--- config.mk ---
export PLATFORM = sky130hd
export DESIGN_NAME = pio_burst_seq
export DESIGN_NICKNAME = d
export VERILOG_FILES = /design/src/rtl/pio_burst_pkg.sv /design/src/rtl/pio_burst_dp.sv /design/src/rtl/pio_burst_ctrl.sv /design/src/rtl/pio_burst_seq.sv
export SDC_FILE = /design/constraint.sdc
export NUM_CORES = 1
export LEC_CHECK = 0
export BUFFER_PORTS_ARGS = -buffer_cell sky130_fd_sc_hd__buf_2
export CORE_MARGIN = 10
export CORE_UTILIZATION = 53
export CTS_BUF_LIST = sky130_fd_sc_hd__clkbuf_8
export CTS_CLUSTER_DIAMETER = 60
export DETAILED_ROUTE_END_ITERATION = 12
export HOLD_SLACK_MARGIN = 0.03
export PLACE_DENSITY = 0.79
export SYNTH_ARGS = -nofsm -noshare
export SYNTH_HDL_FRONTEND = slang
export SYNTH_SLANG_ARGS = --single-unit
--- constraint.sdc ---
create_clock -name clk -period 2.3 [get_ports clk]
set_input_delay 0.46 -clock clk [delete_from_list [all_inputs] [get_ports clk]]
set_output_delay 0.46 -clock clk [all_outputs]
set_load 0.03 [all_outputs]
--- src/rtl/pio_burst_pkg.sv ---
package pio_burst_pkg;
  localparam logic [2:0] ADDR_DATA = 3'd0;
  localparam logic [2:0] ADDR_LIMLO = 3'd4;
  localparam logic [2:0] ADDR_LIMHI = 3'd5;
  localparam logic [2:0] ADDR_CMD = 3'd7;
  localparam logic [7:0] CMD_PACKET = 8'hA0;
  localparam int PKT_WORDS = 6;

  typedef enum logic [2:0] {
    S_IDLE, S_PKTWAIT, S_PKTRX, S_LENWAIT, S_ARM, S_XFER
  } seqState_t;

  typedef struct packed {
    logic loadLimLo;
    logic loadLimHi;
    logic loadLen;
    logic startBurst;
    logic popWord;
  } seqStrobes_t;
endpackage

--- src/rtl/pio_burst_dp.sv ---
module pio_burst_dp
  import pio_burst_pkg::*;
#(
  parameter int LEN_W = 20
) (
  input  logic             clk,
  input  logic             rstN,
  input  seqStrobes_t      strobes,
  input  logic [15:0]      hostWrData,
  input  logic [LEN_W-1:0] lenBytes,
  input  logic             rdStatusSel,
  input  logic             rdDataSel,
  input  logic [7:0]       statusByte,
  input  logic [15:0]      srcWord,
  output logic             remZero,
  output logic             remLast,
  output logic             burstLast,
  output logic [15:0]      hostRdData
);
  localparam int BW = 15;

  logic [15:0]      limitReg;
  logic [LEN_W-1:0] remWords;
  logic [BW-1:0]    burstLeft;
  logic [BW-1:0]    limWords;
  logic [LEN_W:0]   lenRound;
  logic [LEN_W-1:0] limWide;

  assign limWords = (limitReg[15:1] == '0) ? BW'(1) : limitReg[15:1];
  assign limWide  = LEN_W'(limWords);
  assign lenRound = ({1'b0, lenBytes} + (LEN_W+1)'(1)) >> 1;

  always_ff @(posedge clk) begin
    if (!rstN) begin
      limitReg  <= '0;
      remWords  <= '0;
      burstLeft <= '0;
    end else begin
      if (strobes.loadLimLo) limitReg[7:0]  <= hostWrData[7:0];
      if (strobes.loadLimHi) limitReg[15:8] <= hostWrData[7:0];
      if (strobes.loadLen) begin
        remWords <= lenRound[LEN_W-1:0];
      end else if (strobes.popWord) begin
        remWords <= remWords - LEN_W'(1);
      end
      if (strobes.startBurst) begin
        burstLeft <= (remWords < limWide) ? BW'(remWords) : limWords;
      end else if (strobes.popWord) begin
        burstLeft <= burstLeft - BW'(1);
      end
    end
  end

  assign remZero   = (remWords == '0);
  assign remLast   = (remWords == LEN_W'(1));
  assign burstLast = (burstLeft == BW'(1));

  always_comb begin
    hostRdData = '0;
    if (rdStatusSel)    hostRdData = {8'h00, statusByte};
    else if (rdDataSel) hostRdData = srcWord;
  end
endmodule

--- src/rtl/pio_burst_ctrl.sv ---
module pio_burst_ctrl
  import pio_burst_pkg::*;
#(
  parameter int PKT_DELAY = 4
) (
  input  logic        clk,
  input  logic        rstN,
  input  logic        hostWrEn,
  input  logic        hostRdEn,
  input  logic [2:0]  hostAddr,
  input  logic [15:0] hostWrData,
  input  logic        lenValid,
  input  logic        remZero,
  input  logic        remLast,
  input  logic        burstLast,
  output seqStrobes_t strobes,
  output logic        rdStatusSel,
  output logic        rdDataSel,
  output logic [7:0]  statusByte,
  output logic        irq
);
  localparam int DLY_W = (PKT_DELAY > 1) ? $clog2(PKT_DELAY) : 1;
  localparam int PKT_W = $clog2(PKT_WORDS);

  seqState_t        state;
  logic [DLY_W-1:0] dlyCnt;
  logic [PKT_W-1:0] pktCnt;
  logic             wrData, wrCmd, drq;

  assign drq         = (state == S_XFER);
  assign wrData      = hostWrEn && (hostAddr == ADDR_DATA);
  assign wrCmd       = hostWrEn && (hostAddr == ADDR_CMD);
  assign rdStatusSel = hostRdEn && (hostAddr == ADDR_CMD);
  assign rdDataSel   = hostRdEn && (hostAddr == ADDR_DATA) && drq;

  always_comb begin
    strobes            = '0;
    strobes.loadLimLo  = hostWrEn && (hostAddr == ADDR_LIMLO);
    strobes.loadLimHi  = hostWrEn && (hostAddr == ADDR_LIMHI);
    strobes.loadLen    = (state == S_LENWAIT) && lenValid;
    strobes.startBurst = (state == S_ARM) && !remZero;
    strobes.popWord    = rdDataSel;
  end

  always_comb begin
    unique case (state)
      S_IDLE:                       statusByte = 8'h40;
      S_PKTRX, S_XFER:              statusByte = 8'h48;
      S_PKTWAIT, S_LENWAIT, S_ARM:  statusByte = 8'hC0;
      default:                      statusByte = 8'h40;
    endcase
  end

  always_ff @(posedge clk) begin
    if (!rstN) begin
      state  <= S_IDLE;
      dlyCnt <= '0;
      pktCnt <= '0;
      irq    <= 1'b0;
    end else begin
      if (rdStatusSel) irq <= 1'b0;
      unique case (state)
        S_IDLE: if (wrCmd && hostWrData[7:0] == CMD_PACKET) begin
          state  <= S_PKTWAIT;
          dlyCnt <= '0;
          irq    <= 1'b0;
        end
        S_PKTWAIT: begin
          dlyCnt <= dlyCnt + DLY_W'(1);
          if (dlyCnt == DLY_W'(PKT_DELAY - 1)) begin
            state  <= S_PKTRX;
            pktCnt <= '0;
          end
        end
        S_PKTRX: if (wrData) begin
          pktCnt <= pktCnt + PKT_W'(1);
          if (pktCnt == PKT_W'(PKT_WORDS - 1)) state <= S_LENWAIT;
        end
        S_LENWAIT: if (lenValid) state <= S_ARM;
        S_ARM: begin
          irq   <= 1'b1;
          state <= remZero ? S_IDLE : S_XFER;
        end
        S_XFER: if (rdDataSel && burstLast) begin
          if (remLast) begin
            state <= S_IDLE;
            irq   <= 1'b1;
          end else begin
            state <= S_ARM;
          end
        end
        default: state <= S_IDLE;
      endcase
    end
  end
endmodule

--- src/rtl/pio_burst_seq.sv ---
module pio_burst_seq
  import pio_burst_pkg::*;
#(
  parameter int LEN_W     = 20,
  parameter int PKT_DELAY = 4
) (
  input  logic             clk,
  input  logic             rstN,
  input  logic             hostWrEn,
  input  logic             hostRdEn,
  input  logic [2:0]       hostAddr,
  input  logic [15:0]      hostWrData,
  output logic [15:0]      hostRdData,
  output logic             irq,
  input  logic             lenValid,
  input  logic [LEN_W-1:0] lenBytes,
  input  logic [15:0]      srcWord,
  output logic             srcPop
);
  seqStrobes_t strobes;
  logic        remZero, remLast, burstLast;
  logic        rdStatusSel, rdDataSel;
  logic [7:0]  statusByte;

  pio_burst_ctrl #(.PKT_DELAY(PKT_DELAY)) ctrl_i (
    .clk(clk), .rstN(rstN), .hostWrEn(hostWrEn), .hostRdEn(hostRdEn),
    .hostAddr(hostAddr), .hostWrData(hostWrData), .lenValid(lenValid),
    .remZero(remZero), .remLast(remLast), .burstLast(burstLast),
    .strobes(strobes), .rdStatusSel(rdStatusSel), .rdDataSel(rdDataSel),
    .statusByte(statusByte), .irq(irq)
  );

  pio_burst_dp #(.LEN_W(LEN_W)) dp_i (
    .clk(clk), .rstN(rstN), .strobes(strobes), .hostWrData(hostWrData),
    .lenBytes(lenBytes), .rdStatusSel(rdStatusSel), .rdDataSel(rdDataSel),
    .statusByte(statusByte), .srcWord(srcWord), .remZero(remZero),
    .remLast(remLast), .burstLast(burstLast), .hostRdData(hostRdData)
  );

  assign srcPop = strobes.popWord;
endmodule

==> results of run 1 <==
cell usage in the layout (no fill, tap or decap), types with 16 or more instances in the layout:
| cell | Yosys | routed |
|---|---|---|
| nor2_1 | 53 | 53 |
| buf_2 | 2 | 70 |
| a211oi_1 | 17 | 16 |
| buf_4 | 0 | 86 |
| dfxtp_1 | 59 | 52 |
| nand2_1 | 45 | 44 |
| nor4_1 | 23 | 20 |
| xnor2_1 | 23 | 23 |
| nand3_1 | 17 | 17 |
| ha_1 | 22 | 20 |
| nor3_1 | 20 | 20 |
| a21oi_1 | 34 | 33 |
| inv_1 | 28 | 28 |
flip-flops by register name, indices dropped and copies added (netlist names):
| signal | flops |
|---|---|
| ctrl_i.state | 3 |
| ctrl_i.pktCnt | 3 |
| dp_i.remWords | 20 |
| ctrl_i.dlyCnt | 2 |
| dp_i.limitReg | 15 |
| dp_i.burstLeft | 15 |
| ctrl_i.irq | 1 |
through the flow:
step	std cells	utilization	instance area (µm²)	setup slack [ns]
after floorplan	558	-	4400	-0.0186
after global placement	783	0.662	5390	-0.198
after detailed placement	783	0.662	5390	-0.281
after CTS	801	0.697	5670	-0.0418
after global routing	812	0.736	5990	-0.186
final	812	0.736	5990	-0.0983
path summary, 6_finish.rpt:
kind,startpoint,endpoint,slack (ns)
setup / recovery,dp_i.limitReg[11],dp_i.burstLeft[4],-0.1
setup reg to reg,dp_i.limitReg[11],dp_i.burstLeft[4],-0.1
hold reg to reg,ctrl_i.dlyCnt[1],ctrl_i.dlyCnt[1],0.53
hold / removal,hostWrData[5],dp_i.limitReg[5],0.37
power by group:
part / switching [µW] / internal [µW]
Combinational: 271 / 195
Sequential: 14.8 / 1040
Clock: 439 / 520
Total: 725 / 1750
kinds of logic after synthesis:
family / count (synthesis)
buffers and inverters: 62
and+or+nand+nor: 228
muxes: 3
adders and majority gates: 22
xor gates and xnor gates: 33
DFF: 59
AOI/OAI and AO/OA: 151
final cells by class:
class	count	area [µm²]	area share
Multi-Input combinational cell	438	3210	0.536
Clock inverter	6	56.3	0.00940
Sequential cell	59	1190	0.199
Timing Repair Buffer	166	1160	0.193
Tap cell	105	131	0.0219
Inverter	28	105	0.0175
Clock buffer	10	138	0.0230
metal layers:
layer	track usage	share of wire	up-vias
met5	0.00833	0	-
met2	0.346	0.48	266
li1	-	-	2398
met3	0.0303	0.080	47
met4	0.0851	0.032	0
met1	0.275	0.41	2419
worst register-to-register path: stages, from the launching register on:
cell and delay, ns:
dfxtp_2 0.33, inv_1 0.06, ha_4 0.27, nand4_1 0.18
a2111oi_4 0.41, o211ai_2 0.25, a2111oi_0 0.54, buf_4 0.20
a211oi_2 0.03
repair_timing:
action,CTS,global route
setup buffers,1,8
pin swaps,5,13
hold buffers,0,0
gates cloned,1,3
setup endpoints to repair,23,30
gates resized for setup,17,47
==> results_tabular.tex, run 1 <==
\begin{tabular}{lr}
\hline
Metric & Value \\
\hline
\multicolumn{2}{l}{\textbf{Outcome}} \\
\quad Outcome & complete, but fails checks \\
\quad Failing checks & negative setup slack \\
\multicolumn{2}{l}{\textbf{STA}} \\
\quad Worst relative slew slack & 0.597 \\
\quad Setup repair after global routing missed its margin & true \\
\quad Peak Freq & 0.417 GHz \\
\quad Slew at the pin closest to its max-slew limit & 0.600 ns \\
\quad Minimum clock period & 2.40 ns \\
\quad Worst setup slack after layout & -0.0983 ns \\
\quad Final setup violating endpoints & 10 \\
\quad Number of failing hold endpoints at the final stage & 0 \\
\quad Fraction of the cycle the final worst path needs & 1.04 \\
\quad Clock skew & 0.00976 ns \\
\quad Pins Over Slew Limit & 0 \\
\quad Setup total negative slack & -0.401 ns \\
\quad WHS & 0.367 ns \\
\multicolumn{2}{l}{\textbf{GRT}} \\
\quad Combined global-route utilization of all metal layers & 0.213 \\
\quad Maximum number of pins on one net before global-route repair & 34 \\
\quad Remaining global-route overflow & 0 \\
\quad Initial antenna violation count & 0 \\
\quad Global-route wire length before repair & 22200 µm \\
\quad Vias in the first global route & 4534 \\
\multicolumn{2}{l}{\textbf{Detailed routing}} \\
\quad Total vias in the final route & 5130 \\
\quad Remaining antenna violation count & 0 \\
\quad Total iterations of the first detailed-routing run & 7 \\
\quad Via-to-Cell Ratio & 6.32 \\
\quad DRC violation count after routing & 0 \\
\quad Routed len/inst & 19.1 µm \\
\quad Drt initial violations & 582 \\
\quad Routed WL & 15500 µm \\
\multicolumn{2}{l}{\textbf{Place}} \\
\quad Number of port buffers & 69 \\
\quad HPWL after DPL & 10900 µm \\
\quad Placer congestion estimate & 0.941 \\
\multicolumn{2}{l}{\textbf{Power}} \\
\quad Total power per unit cell area & 414 mW/mm² \\
\quad LEAKAGE & 0.00252 µW \\
\quad Worst IR drop on VDD & 0.293 mV \\
\quad Power Total & 2480 µW \\
\multicolumn{2}{l}{\textbf{Layout}} \\
\quad Count of inserted antenna diode cells & 0 \\
\quad Layout overhead on the synthesized area & 37.2\% \\
\quad Final \#Nets & 784 \\
\quad Fraction of final layout cells sized beyond drive strength 1 & 0.351 \\
\quad Number of inserted filler cells in the final layout & 588 \\
\multicolumn{2}{l}{\textbf{Worst setup path}} \\
\quad Endpoint required time on the critical path & 2.53 ns \\
\quad Endpoint kind of the worst setup timing path & register \\
\quad Crit Path Category & register to register \\
\quad Maximum single-stage delay on the critical path & 0.54 ns \\
\quad Type of element launching the critical path & register \\
\quad Critical Path, Cell by Cell & inv\_1 > ha\_4 > nand4\_1 > a2111oi\_4 > o211ai\_2 > a2111oi\_0 > buf\_4 > a211oi\_2 \\
\quad Top cell family by delay on the critical path & compound AO/OA/AOI/OAI gates \\
\quad Critical path peak fanout & 5 \\
\quad Reg2Reg Depth & 8 \\
\quad Total buffers and inverters traversed by the critical path & 2 \\
\quad Data arrival at the endpoint of the critical path & 2.63 ns \\
\quad Count of cell instances traversed by the critical path & 8 \\
\quad Critical-path top delay cell & a2111oi\_0 \\
\multicolumn{2}{l}{\textbf{Worst hold path}} \\
\quad Hold depth & 3 \\
\quad Type of the tightest min-delay check & input pin to register \\
\multicolumn{2}{l}{\textbf{Synth}} \\
\quad Count of flip-flops with a built-in enable after synthesis & 0 \\
\quad Yosys top cell area share & 0.271 \\
\quad Most numerous cell in the Yosys netlist & dfxtp\_1 \\
\quad Mapped Area & 0.00436 mm² \\
\quad Number of instances in the synthesized netlist & 558 \\
\quad Post-synthesis simple-gate area fraction & 0.280 \\
\quad Number of distinct library cells after synthesis & 69 \\
\quad Most area-consuming cells after synthesis & dfxtp\_1 (27\%), ha\_1 (6.3\%), xnor2\_1 (4.6\%) \\
\quad Adder-cell share of the synthesized area & 0.0631 \\
\quad Ys Warns & 0 \\
\quad Top cells by count, synth & dfxtp\_1 (59), nor2\_1 (53), nand2\_1 (45), a21oi\_1 (34), inv\_1 (28) \\
\quad Multiplexer share of the synthesized area & 0.00745 \\
\quad Library cell occupying the most area in the post-synthesis netlist & dfxtp\_1 \\
\quad Post-Synth XOR/XNOR Area & 0.0662 \\
\quad Combinational family with the most area after synthesis & simple AND/OR/NAND/NOR gates \\
\quad Compound-Gate Fraction of Synth Area & 0.251 \\
\quad Post-synthesis net count & 640 \\
\quad Dominant synthesized flop cell & dfxtp\_1 \\
\quad Sequential share of the synthesized area & 0.271 \\
\quad Post-synth ARST share & 0 \\
\quad FF+latch count, synth & 59 \\
\quad Synthesized area per cell & 7.82 µm² \\
\multicolumn{2}{l}{\textbf{Clock network}} \\
\quad TritonCTS clock tree & yes \\
\quad Clock insertion delay at the later pin of the skew report & 0.35 ns \\
\quad Sinks on the clock net & 59 \\
\quad Clock-pin slew on the worst setup and hold paths & 0.07 ns \\
\quad CTS Buf Count & 9 \\
\quad CTS H-tree lvls & 3 \\
\quad Root cell of the clock tree & clkbuf\_8 \\
\quad Clock Path Buffers & 2 \\
\multicolumn{2}{l}{\textbf{Floorplanning}} \\
\quad Core region area & 0.00813 mm² \\
\quad Die area & 0.0123 mm² \\
\quad Width of the die & 111 µm \\
\quad Rows & 33 \\
\quad Total I/O pin count & 78 \\
\quad Die height & 111 µm \\
\quad Effective utilization at floorplan & 0.537 \\
\multicolumn{2}{l}{\textbf{Job}} \\
\quad Number of max-cap violations & 0 \\
\hline
\end{tabular}
No activity file was read; power rests on OpenSTA's default activity.
==> run 2, diff against run 1 <==
--- a/config.mk
+++ b/config.mk
@@ -5,6 +5,7 @@
 export SDC_FILE = /design/constraint.sdc
 export NUM_CORES = 1
 export LEC_CHECK = 0
+export ABC_AREA = 1
 export BUFFER_PORTS_ARGS = -buffer_cell sky130_fd_sc_hd__buf_2
 export CORE_MARGIN = 10
 export CORE_UTILIZATION = 53
==> results_tabular.tex, run 2 <==
\begin{tabular}{lr}
\hline
Metric & Value \\
\hline
\multicolumn{2}{l}{\textbf{Outcome}} \\
\quad Outcome & complete, no violations \\
\multicolumn{2}{l}{\textbf{Floorplanning}} \\
\quad Total I/O pin count & 78 \\
\quad Width of the die & 113 µm \\
\quad Die height & 113 µm \\
\quad Rows & 33 \\
\quad Die area & 0.0128 mm² \\
\quad Core region area & 0.00834 mm² \\
\quad Effective utilization at floorplan & 0.550 \\
\multicolumn{2}{l}{\textbf{STA}} \\
\quad Slew at the pin closest to its max-slew limit & 0.421 ns \\
\quad Number of failing hold endpoints at the final stage & 0 \\
\quad Final setup violating endpoints & 0 \\
\quad Setup repair after global routing missed its margin & false \\
\quad WHS & 0.374 ns \\
\quad Peak Freq & 0.454 GHz \\
\quad Worst relative slew slack & 0.717 \\
\quad Pins Over Slew Limit & 0 \\
\quad Fraction of the cycle the final worst path needs & 0.957 \\
\quad Setup total negative slack & 0 ns \\
\quad Clock skew & 0.0120 ns \\
\quad Minimum clock period & 2.20 ns \\
\quad Worst setup slack after layout & 0.0990 ns \\
\multicolumn{2}{l}{\textbf{Detailed routing}} \\
\quad Routed len/inst & 14.7 µm \\
\quad Total iterations of the first detailed-routing run & 5 \\
\quad Remaining antenna violation count & 0 \\
\quad Via-to-Cell Ratio & 5.58 \\
\quad DRC violation count after routing & 0 \\
\quad Drt initial violations & 374 \\
\quad Total vias in the final route & 5000 \\
\quad Routed WL & 13200 µm \\
\multicolumn{2}{l}{\textbf{Worst setup path}} \\
\quad Reg2Reg Depth & 12 \\
\quad Endpoint kind of the worst setup timing path & primary output \\
\quad Endpoint required time on the critical path & 1.84 ns \\
\quad Type of element launching the critical path & register \\
\quad Data arrival at the endpoint of the critical path & 1.74 ns \\
\quad Critical path peak fanout & 15 \\
\quad Crit Path Category & register to primary output \\
\multicolumn{2}{l}{\textbf{Layout}} \\
\quad Core Util, Final & 0.631 \\
\quad Final \#Nets & 868 \\
\quad Largest Register & dp\_i.remWords \\
\quad Most common cell after layout, fill and taps aside & nand2\_1 \\
\quad Largest registers in the final layout & dp\_i.remWords (20), dp\_i.burstLeft (15), dp\_i.limitReg (15) \\
\quad Fraction of final layout cells sized beyond drive strength 1 & 0.191 \\
\quad Count of inserted antenna diode cells & 0 \\
\quad Max reg flops & 20 \\
\quad Most frequent cells in the layout & nand2\_1 (112), inv\_1 (110), nor2\_1 (70) \\
\quad Layout overhead on the synthesized area & 14.7\% \\
\multicolumn{2}{l}{\textbf{Clock network}} \\
\quad CTS H-tree lvls & 3 \\
\quad Clock insertion delay at the later pin of the skew report & 0.35 ns \\
\quad CTS Buf Count & 9 \\
\quad Clock-pin slew on the worst setup and hold paths & 0.08 ns \\
\quad Number of buffers added to fix hold violations after cts & 0 \\
\quad TritonCTS clock tree & yes \\
\quad Sinks on the clock net & 59 \\
\quad Root cell of the clock tree & clkbuf\_8 \\
\quad Clock Path Buffers & 2 \\
\multicolumn{2}{l}{\textbf{Place}} \\
\quad HPWL after DPL & 10300 µm \\
\quad Setup WS pre-CTS & 0.106 ns \\
\quad Number of port buffers & 69 \\
\quad Placer congestion estimate & 0.943 \\
\multicolumn{2}{l}{\textbf{Synth}} \\
\quad Number of distinct library cells after synthesis & 45 \\
\quad Synthesized area per cell & 6.41 µm² \\
\quad Library cell occupying the most area in the post-synthesis netlist & dfxtp\_1 \\
\quad Mapped Area & 0.00459 mm² \\
\quad Sequential share of the synthesized area & 0.257 \\
\quad Dominant synthesized flop cell & dfxtp\_1 \\
\quad Yosys top cell area share & 0.257 \\
\quad Count of flip-flops with a built-in enable after synthesis & 0 \\
\quad Top cells by count, synth & nand2\_1 (112), inv\_1 (111), nor2\_1 (70), dfxtp\_1 (59), nand3\_1 (56) \\
\quad Number of instances in the synthesized netlist & 716 \\
\quad Most numerous cell in the Yosys netlist & nand2\_1 \\
\quad Most area-consuming cells after synthesis & dfxtp\_1 (26\%), nand2\_1 (9.2\%), inv\_1 (9.1\%) \\
\quad Post-synthesis net count & 798 \\
\quad Post-synth ARST share & 0 \\
\quad FF+latch count, synth & 59 \\
\quad Ys Warns & 0 \\
\multicolumn{2}{l}{\textbf{Power}} \\
\quad Combinational group share of total power & 0.333 \\
\quad Net Sw Power & 1150 µW \\
\quad Total power per unit cell area & 574 mW/mm² \\
\quad Worst IR drop on VDD & 0.406 mV \\
\quad Proportion of power drawn by flip-flops and latches & 0.373 \\
\quad LEAKAGE & 0.00269 µW \\
\quad Relative contribution of the clock network to total power & 0.295 \\
\quad Switching power as a share of total power & 0.382 \\
\quad P\_int & 1870 µW \\
\quad Power Total & 3020 µW \\
\multicolumn{2}{l}{\textbf{GRT}} \\
\quad Combined global-route utilization of all metal layers & 0.200 \\
\quad Initial antenna violation count & 0 \\
\quad Maximum number of pins on one net before global-route repair & 29 \\
\quad Global-route wire length before repair & 21600 µm \\
\quad Remaining global-route overflow & 0 \\
\quad Vias in the first global route & 4787 \\
\multicolumn{2}{l}{\textbf{Worst hold path}} \\
\quad Hold depth & 3 \\
\quad Type of the tightest min-delay check & input pin to register \\
\multicolumn{2}{l}{\textbf{Job}} \\
\quad Number of max-cap violations & 0 \\
\hline
\end{tabular}
-- run 2: critical path, cell delays in order (launching register included) --
cell and delay, ns:
dfxtp_1 0.35, inv_2 0.11, nand3_2 0.13, nor2_4 0.21, clkinvlp_4 0.14, buf_12 0.16
nor2_1 0.09, buf_2 0.21
-- run 2: logic make-up after synthesis --
kind of cell    after synthesis  share of synthesized area
compound gates              161                      0.193
flops                        59                      0.257
xor+xnor                     25                     0.0477
fa+ha+maj                    22                     0.0600
buf+inv                     149                      0.129
simple gates                300                      0.313
-- run 2: routing by layer --
| layer | vias up | wire length, µm | GRT usage |
|---|---|---|---|
| li1 | 2485 | - | - |
| met1 | 2328 | 5420 | 0.225 |
| met2 | 153 | 6790 | 0.356 |
| met3 | 34 | 680 | 0.0460 |
| met4 | 0 | 333 | 0.0745 |
| met5 | - | 0 | 0 |
-- run 2: final timing paths --
path	to	slack (ns)	from
setup reg to reg	dp_i.burstLeft[8]	0.16	dp_i.limitReg[8]
setup / recovery	hostRdData[13]	0.1	ctrl_i.state[1]
hold reg to reg	ctrl_i.pktCnt[2]	0.46	ctrl_i.pktCnt[2]
hold / removal	dp_i.limitReg[8]	0.37	hostWrData[0]
-- run 2: timing repair --
item / 4_1_cts / 5_1_grt
pin swaps: 0 / 1
resized for setup: 1 / 5
endpoints found under the setup margin: 13 / 21
buffers inserted: 2 / 0
-- run 2: stage by stage --
stage | instances | cell area [µm²]
after CTS | 896 | 5250
final | 896 | 5260
after floorplan | 716 | 4590
after global placement | 878 | 5040
after global routing | 896 | 5260
after detailed placement | 878 | 5040
-- run 2: layout make-up --
class	instances	area [µm²]
Sequential cell	59	1180
Multi-Input combinational cell	508	2830
Timing Repair Buffer	81	460
Clock inverter	5	27.5
Clock buffer	11	151
Inverter	127	480
Fill cell	775	3080
Tap cell	105	131
-- run 2: power by group through the flow --
stage	clock [µW]	sequential, µW	combinational, µW
after global placement	0	1140	929
after CTS	901	1120	973
after floorplan	0	1130	735
after global routing	942	1130	1120
after detailed placement	0	1140	967
final	890	1130	1000
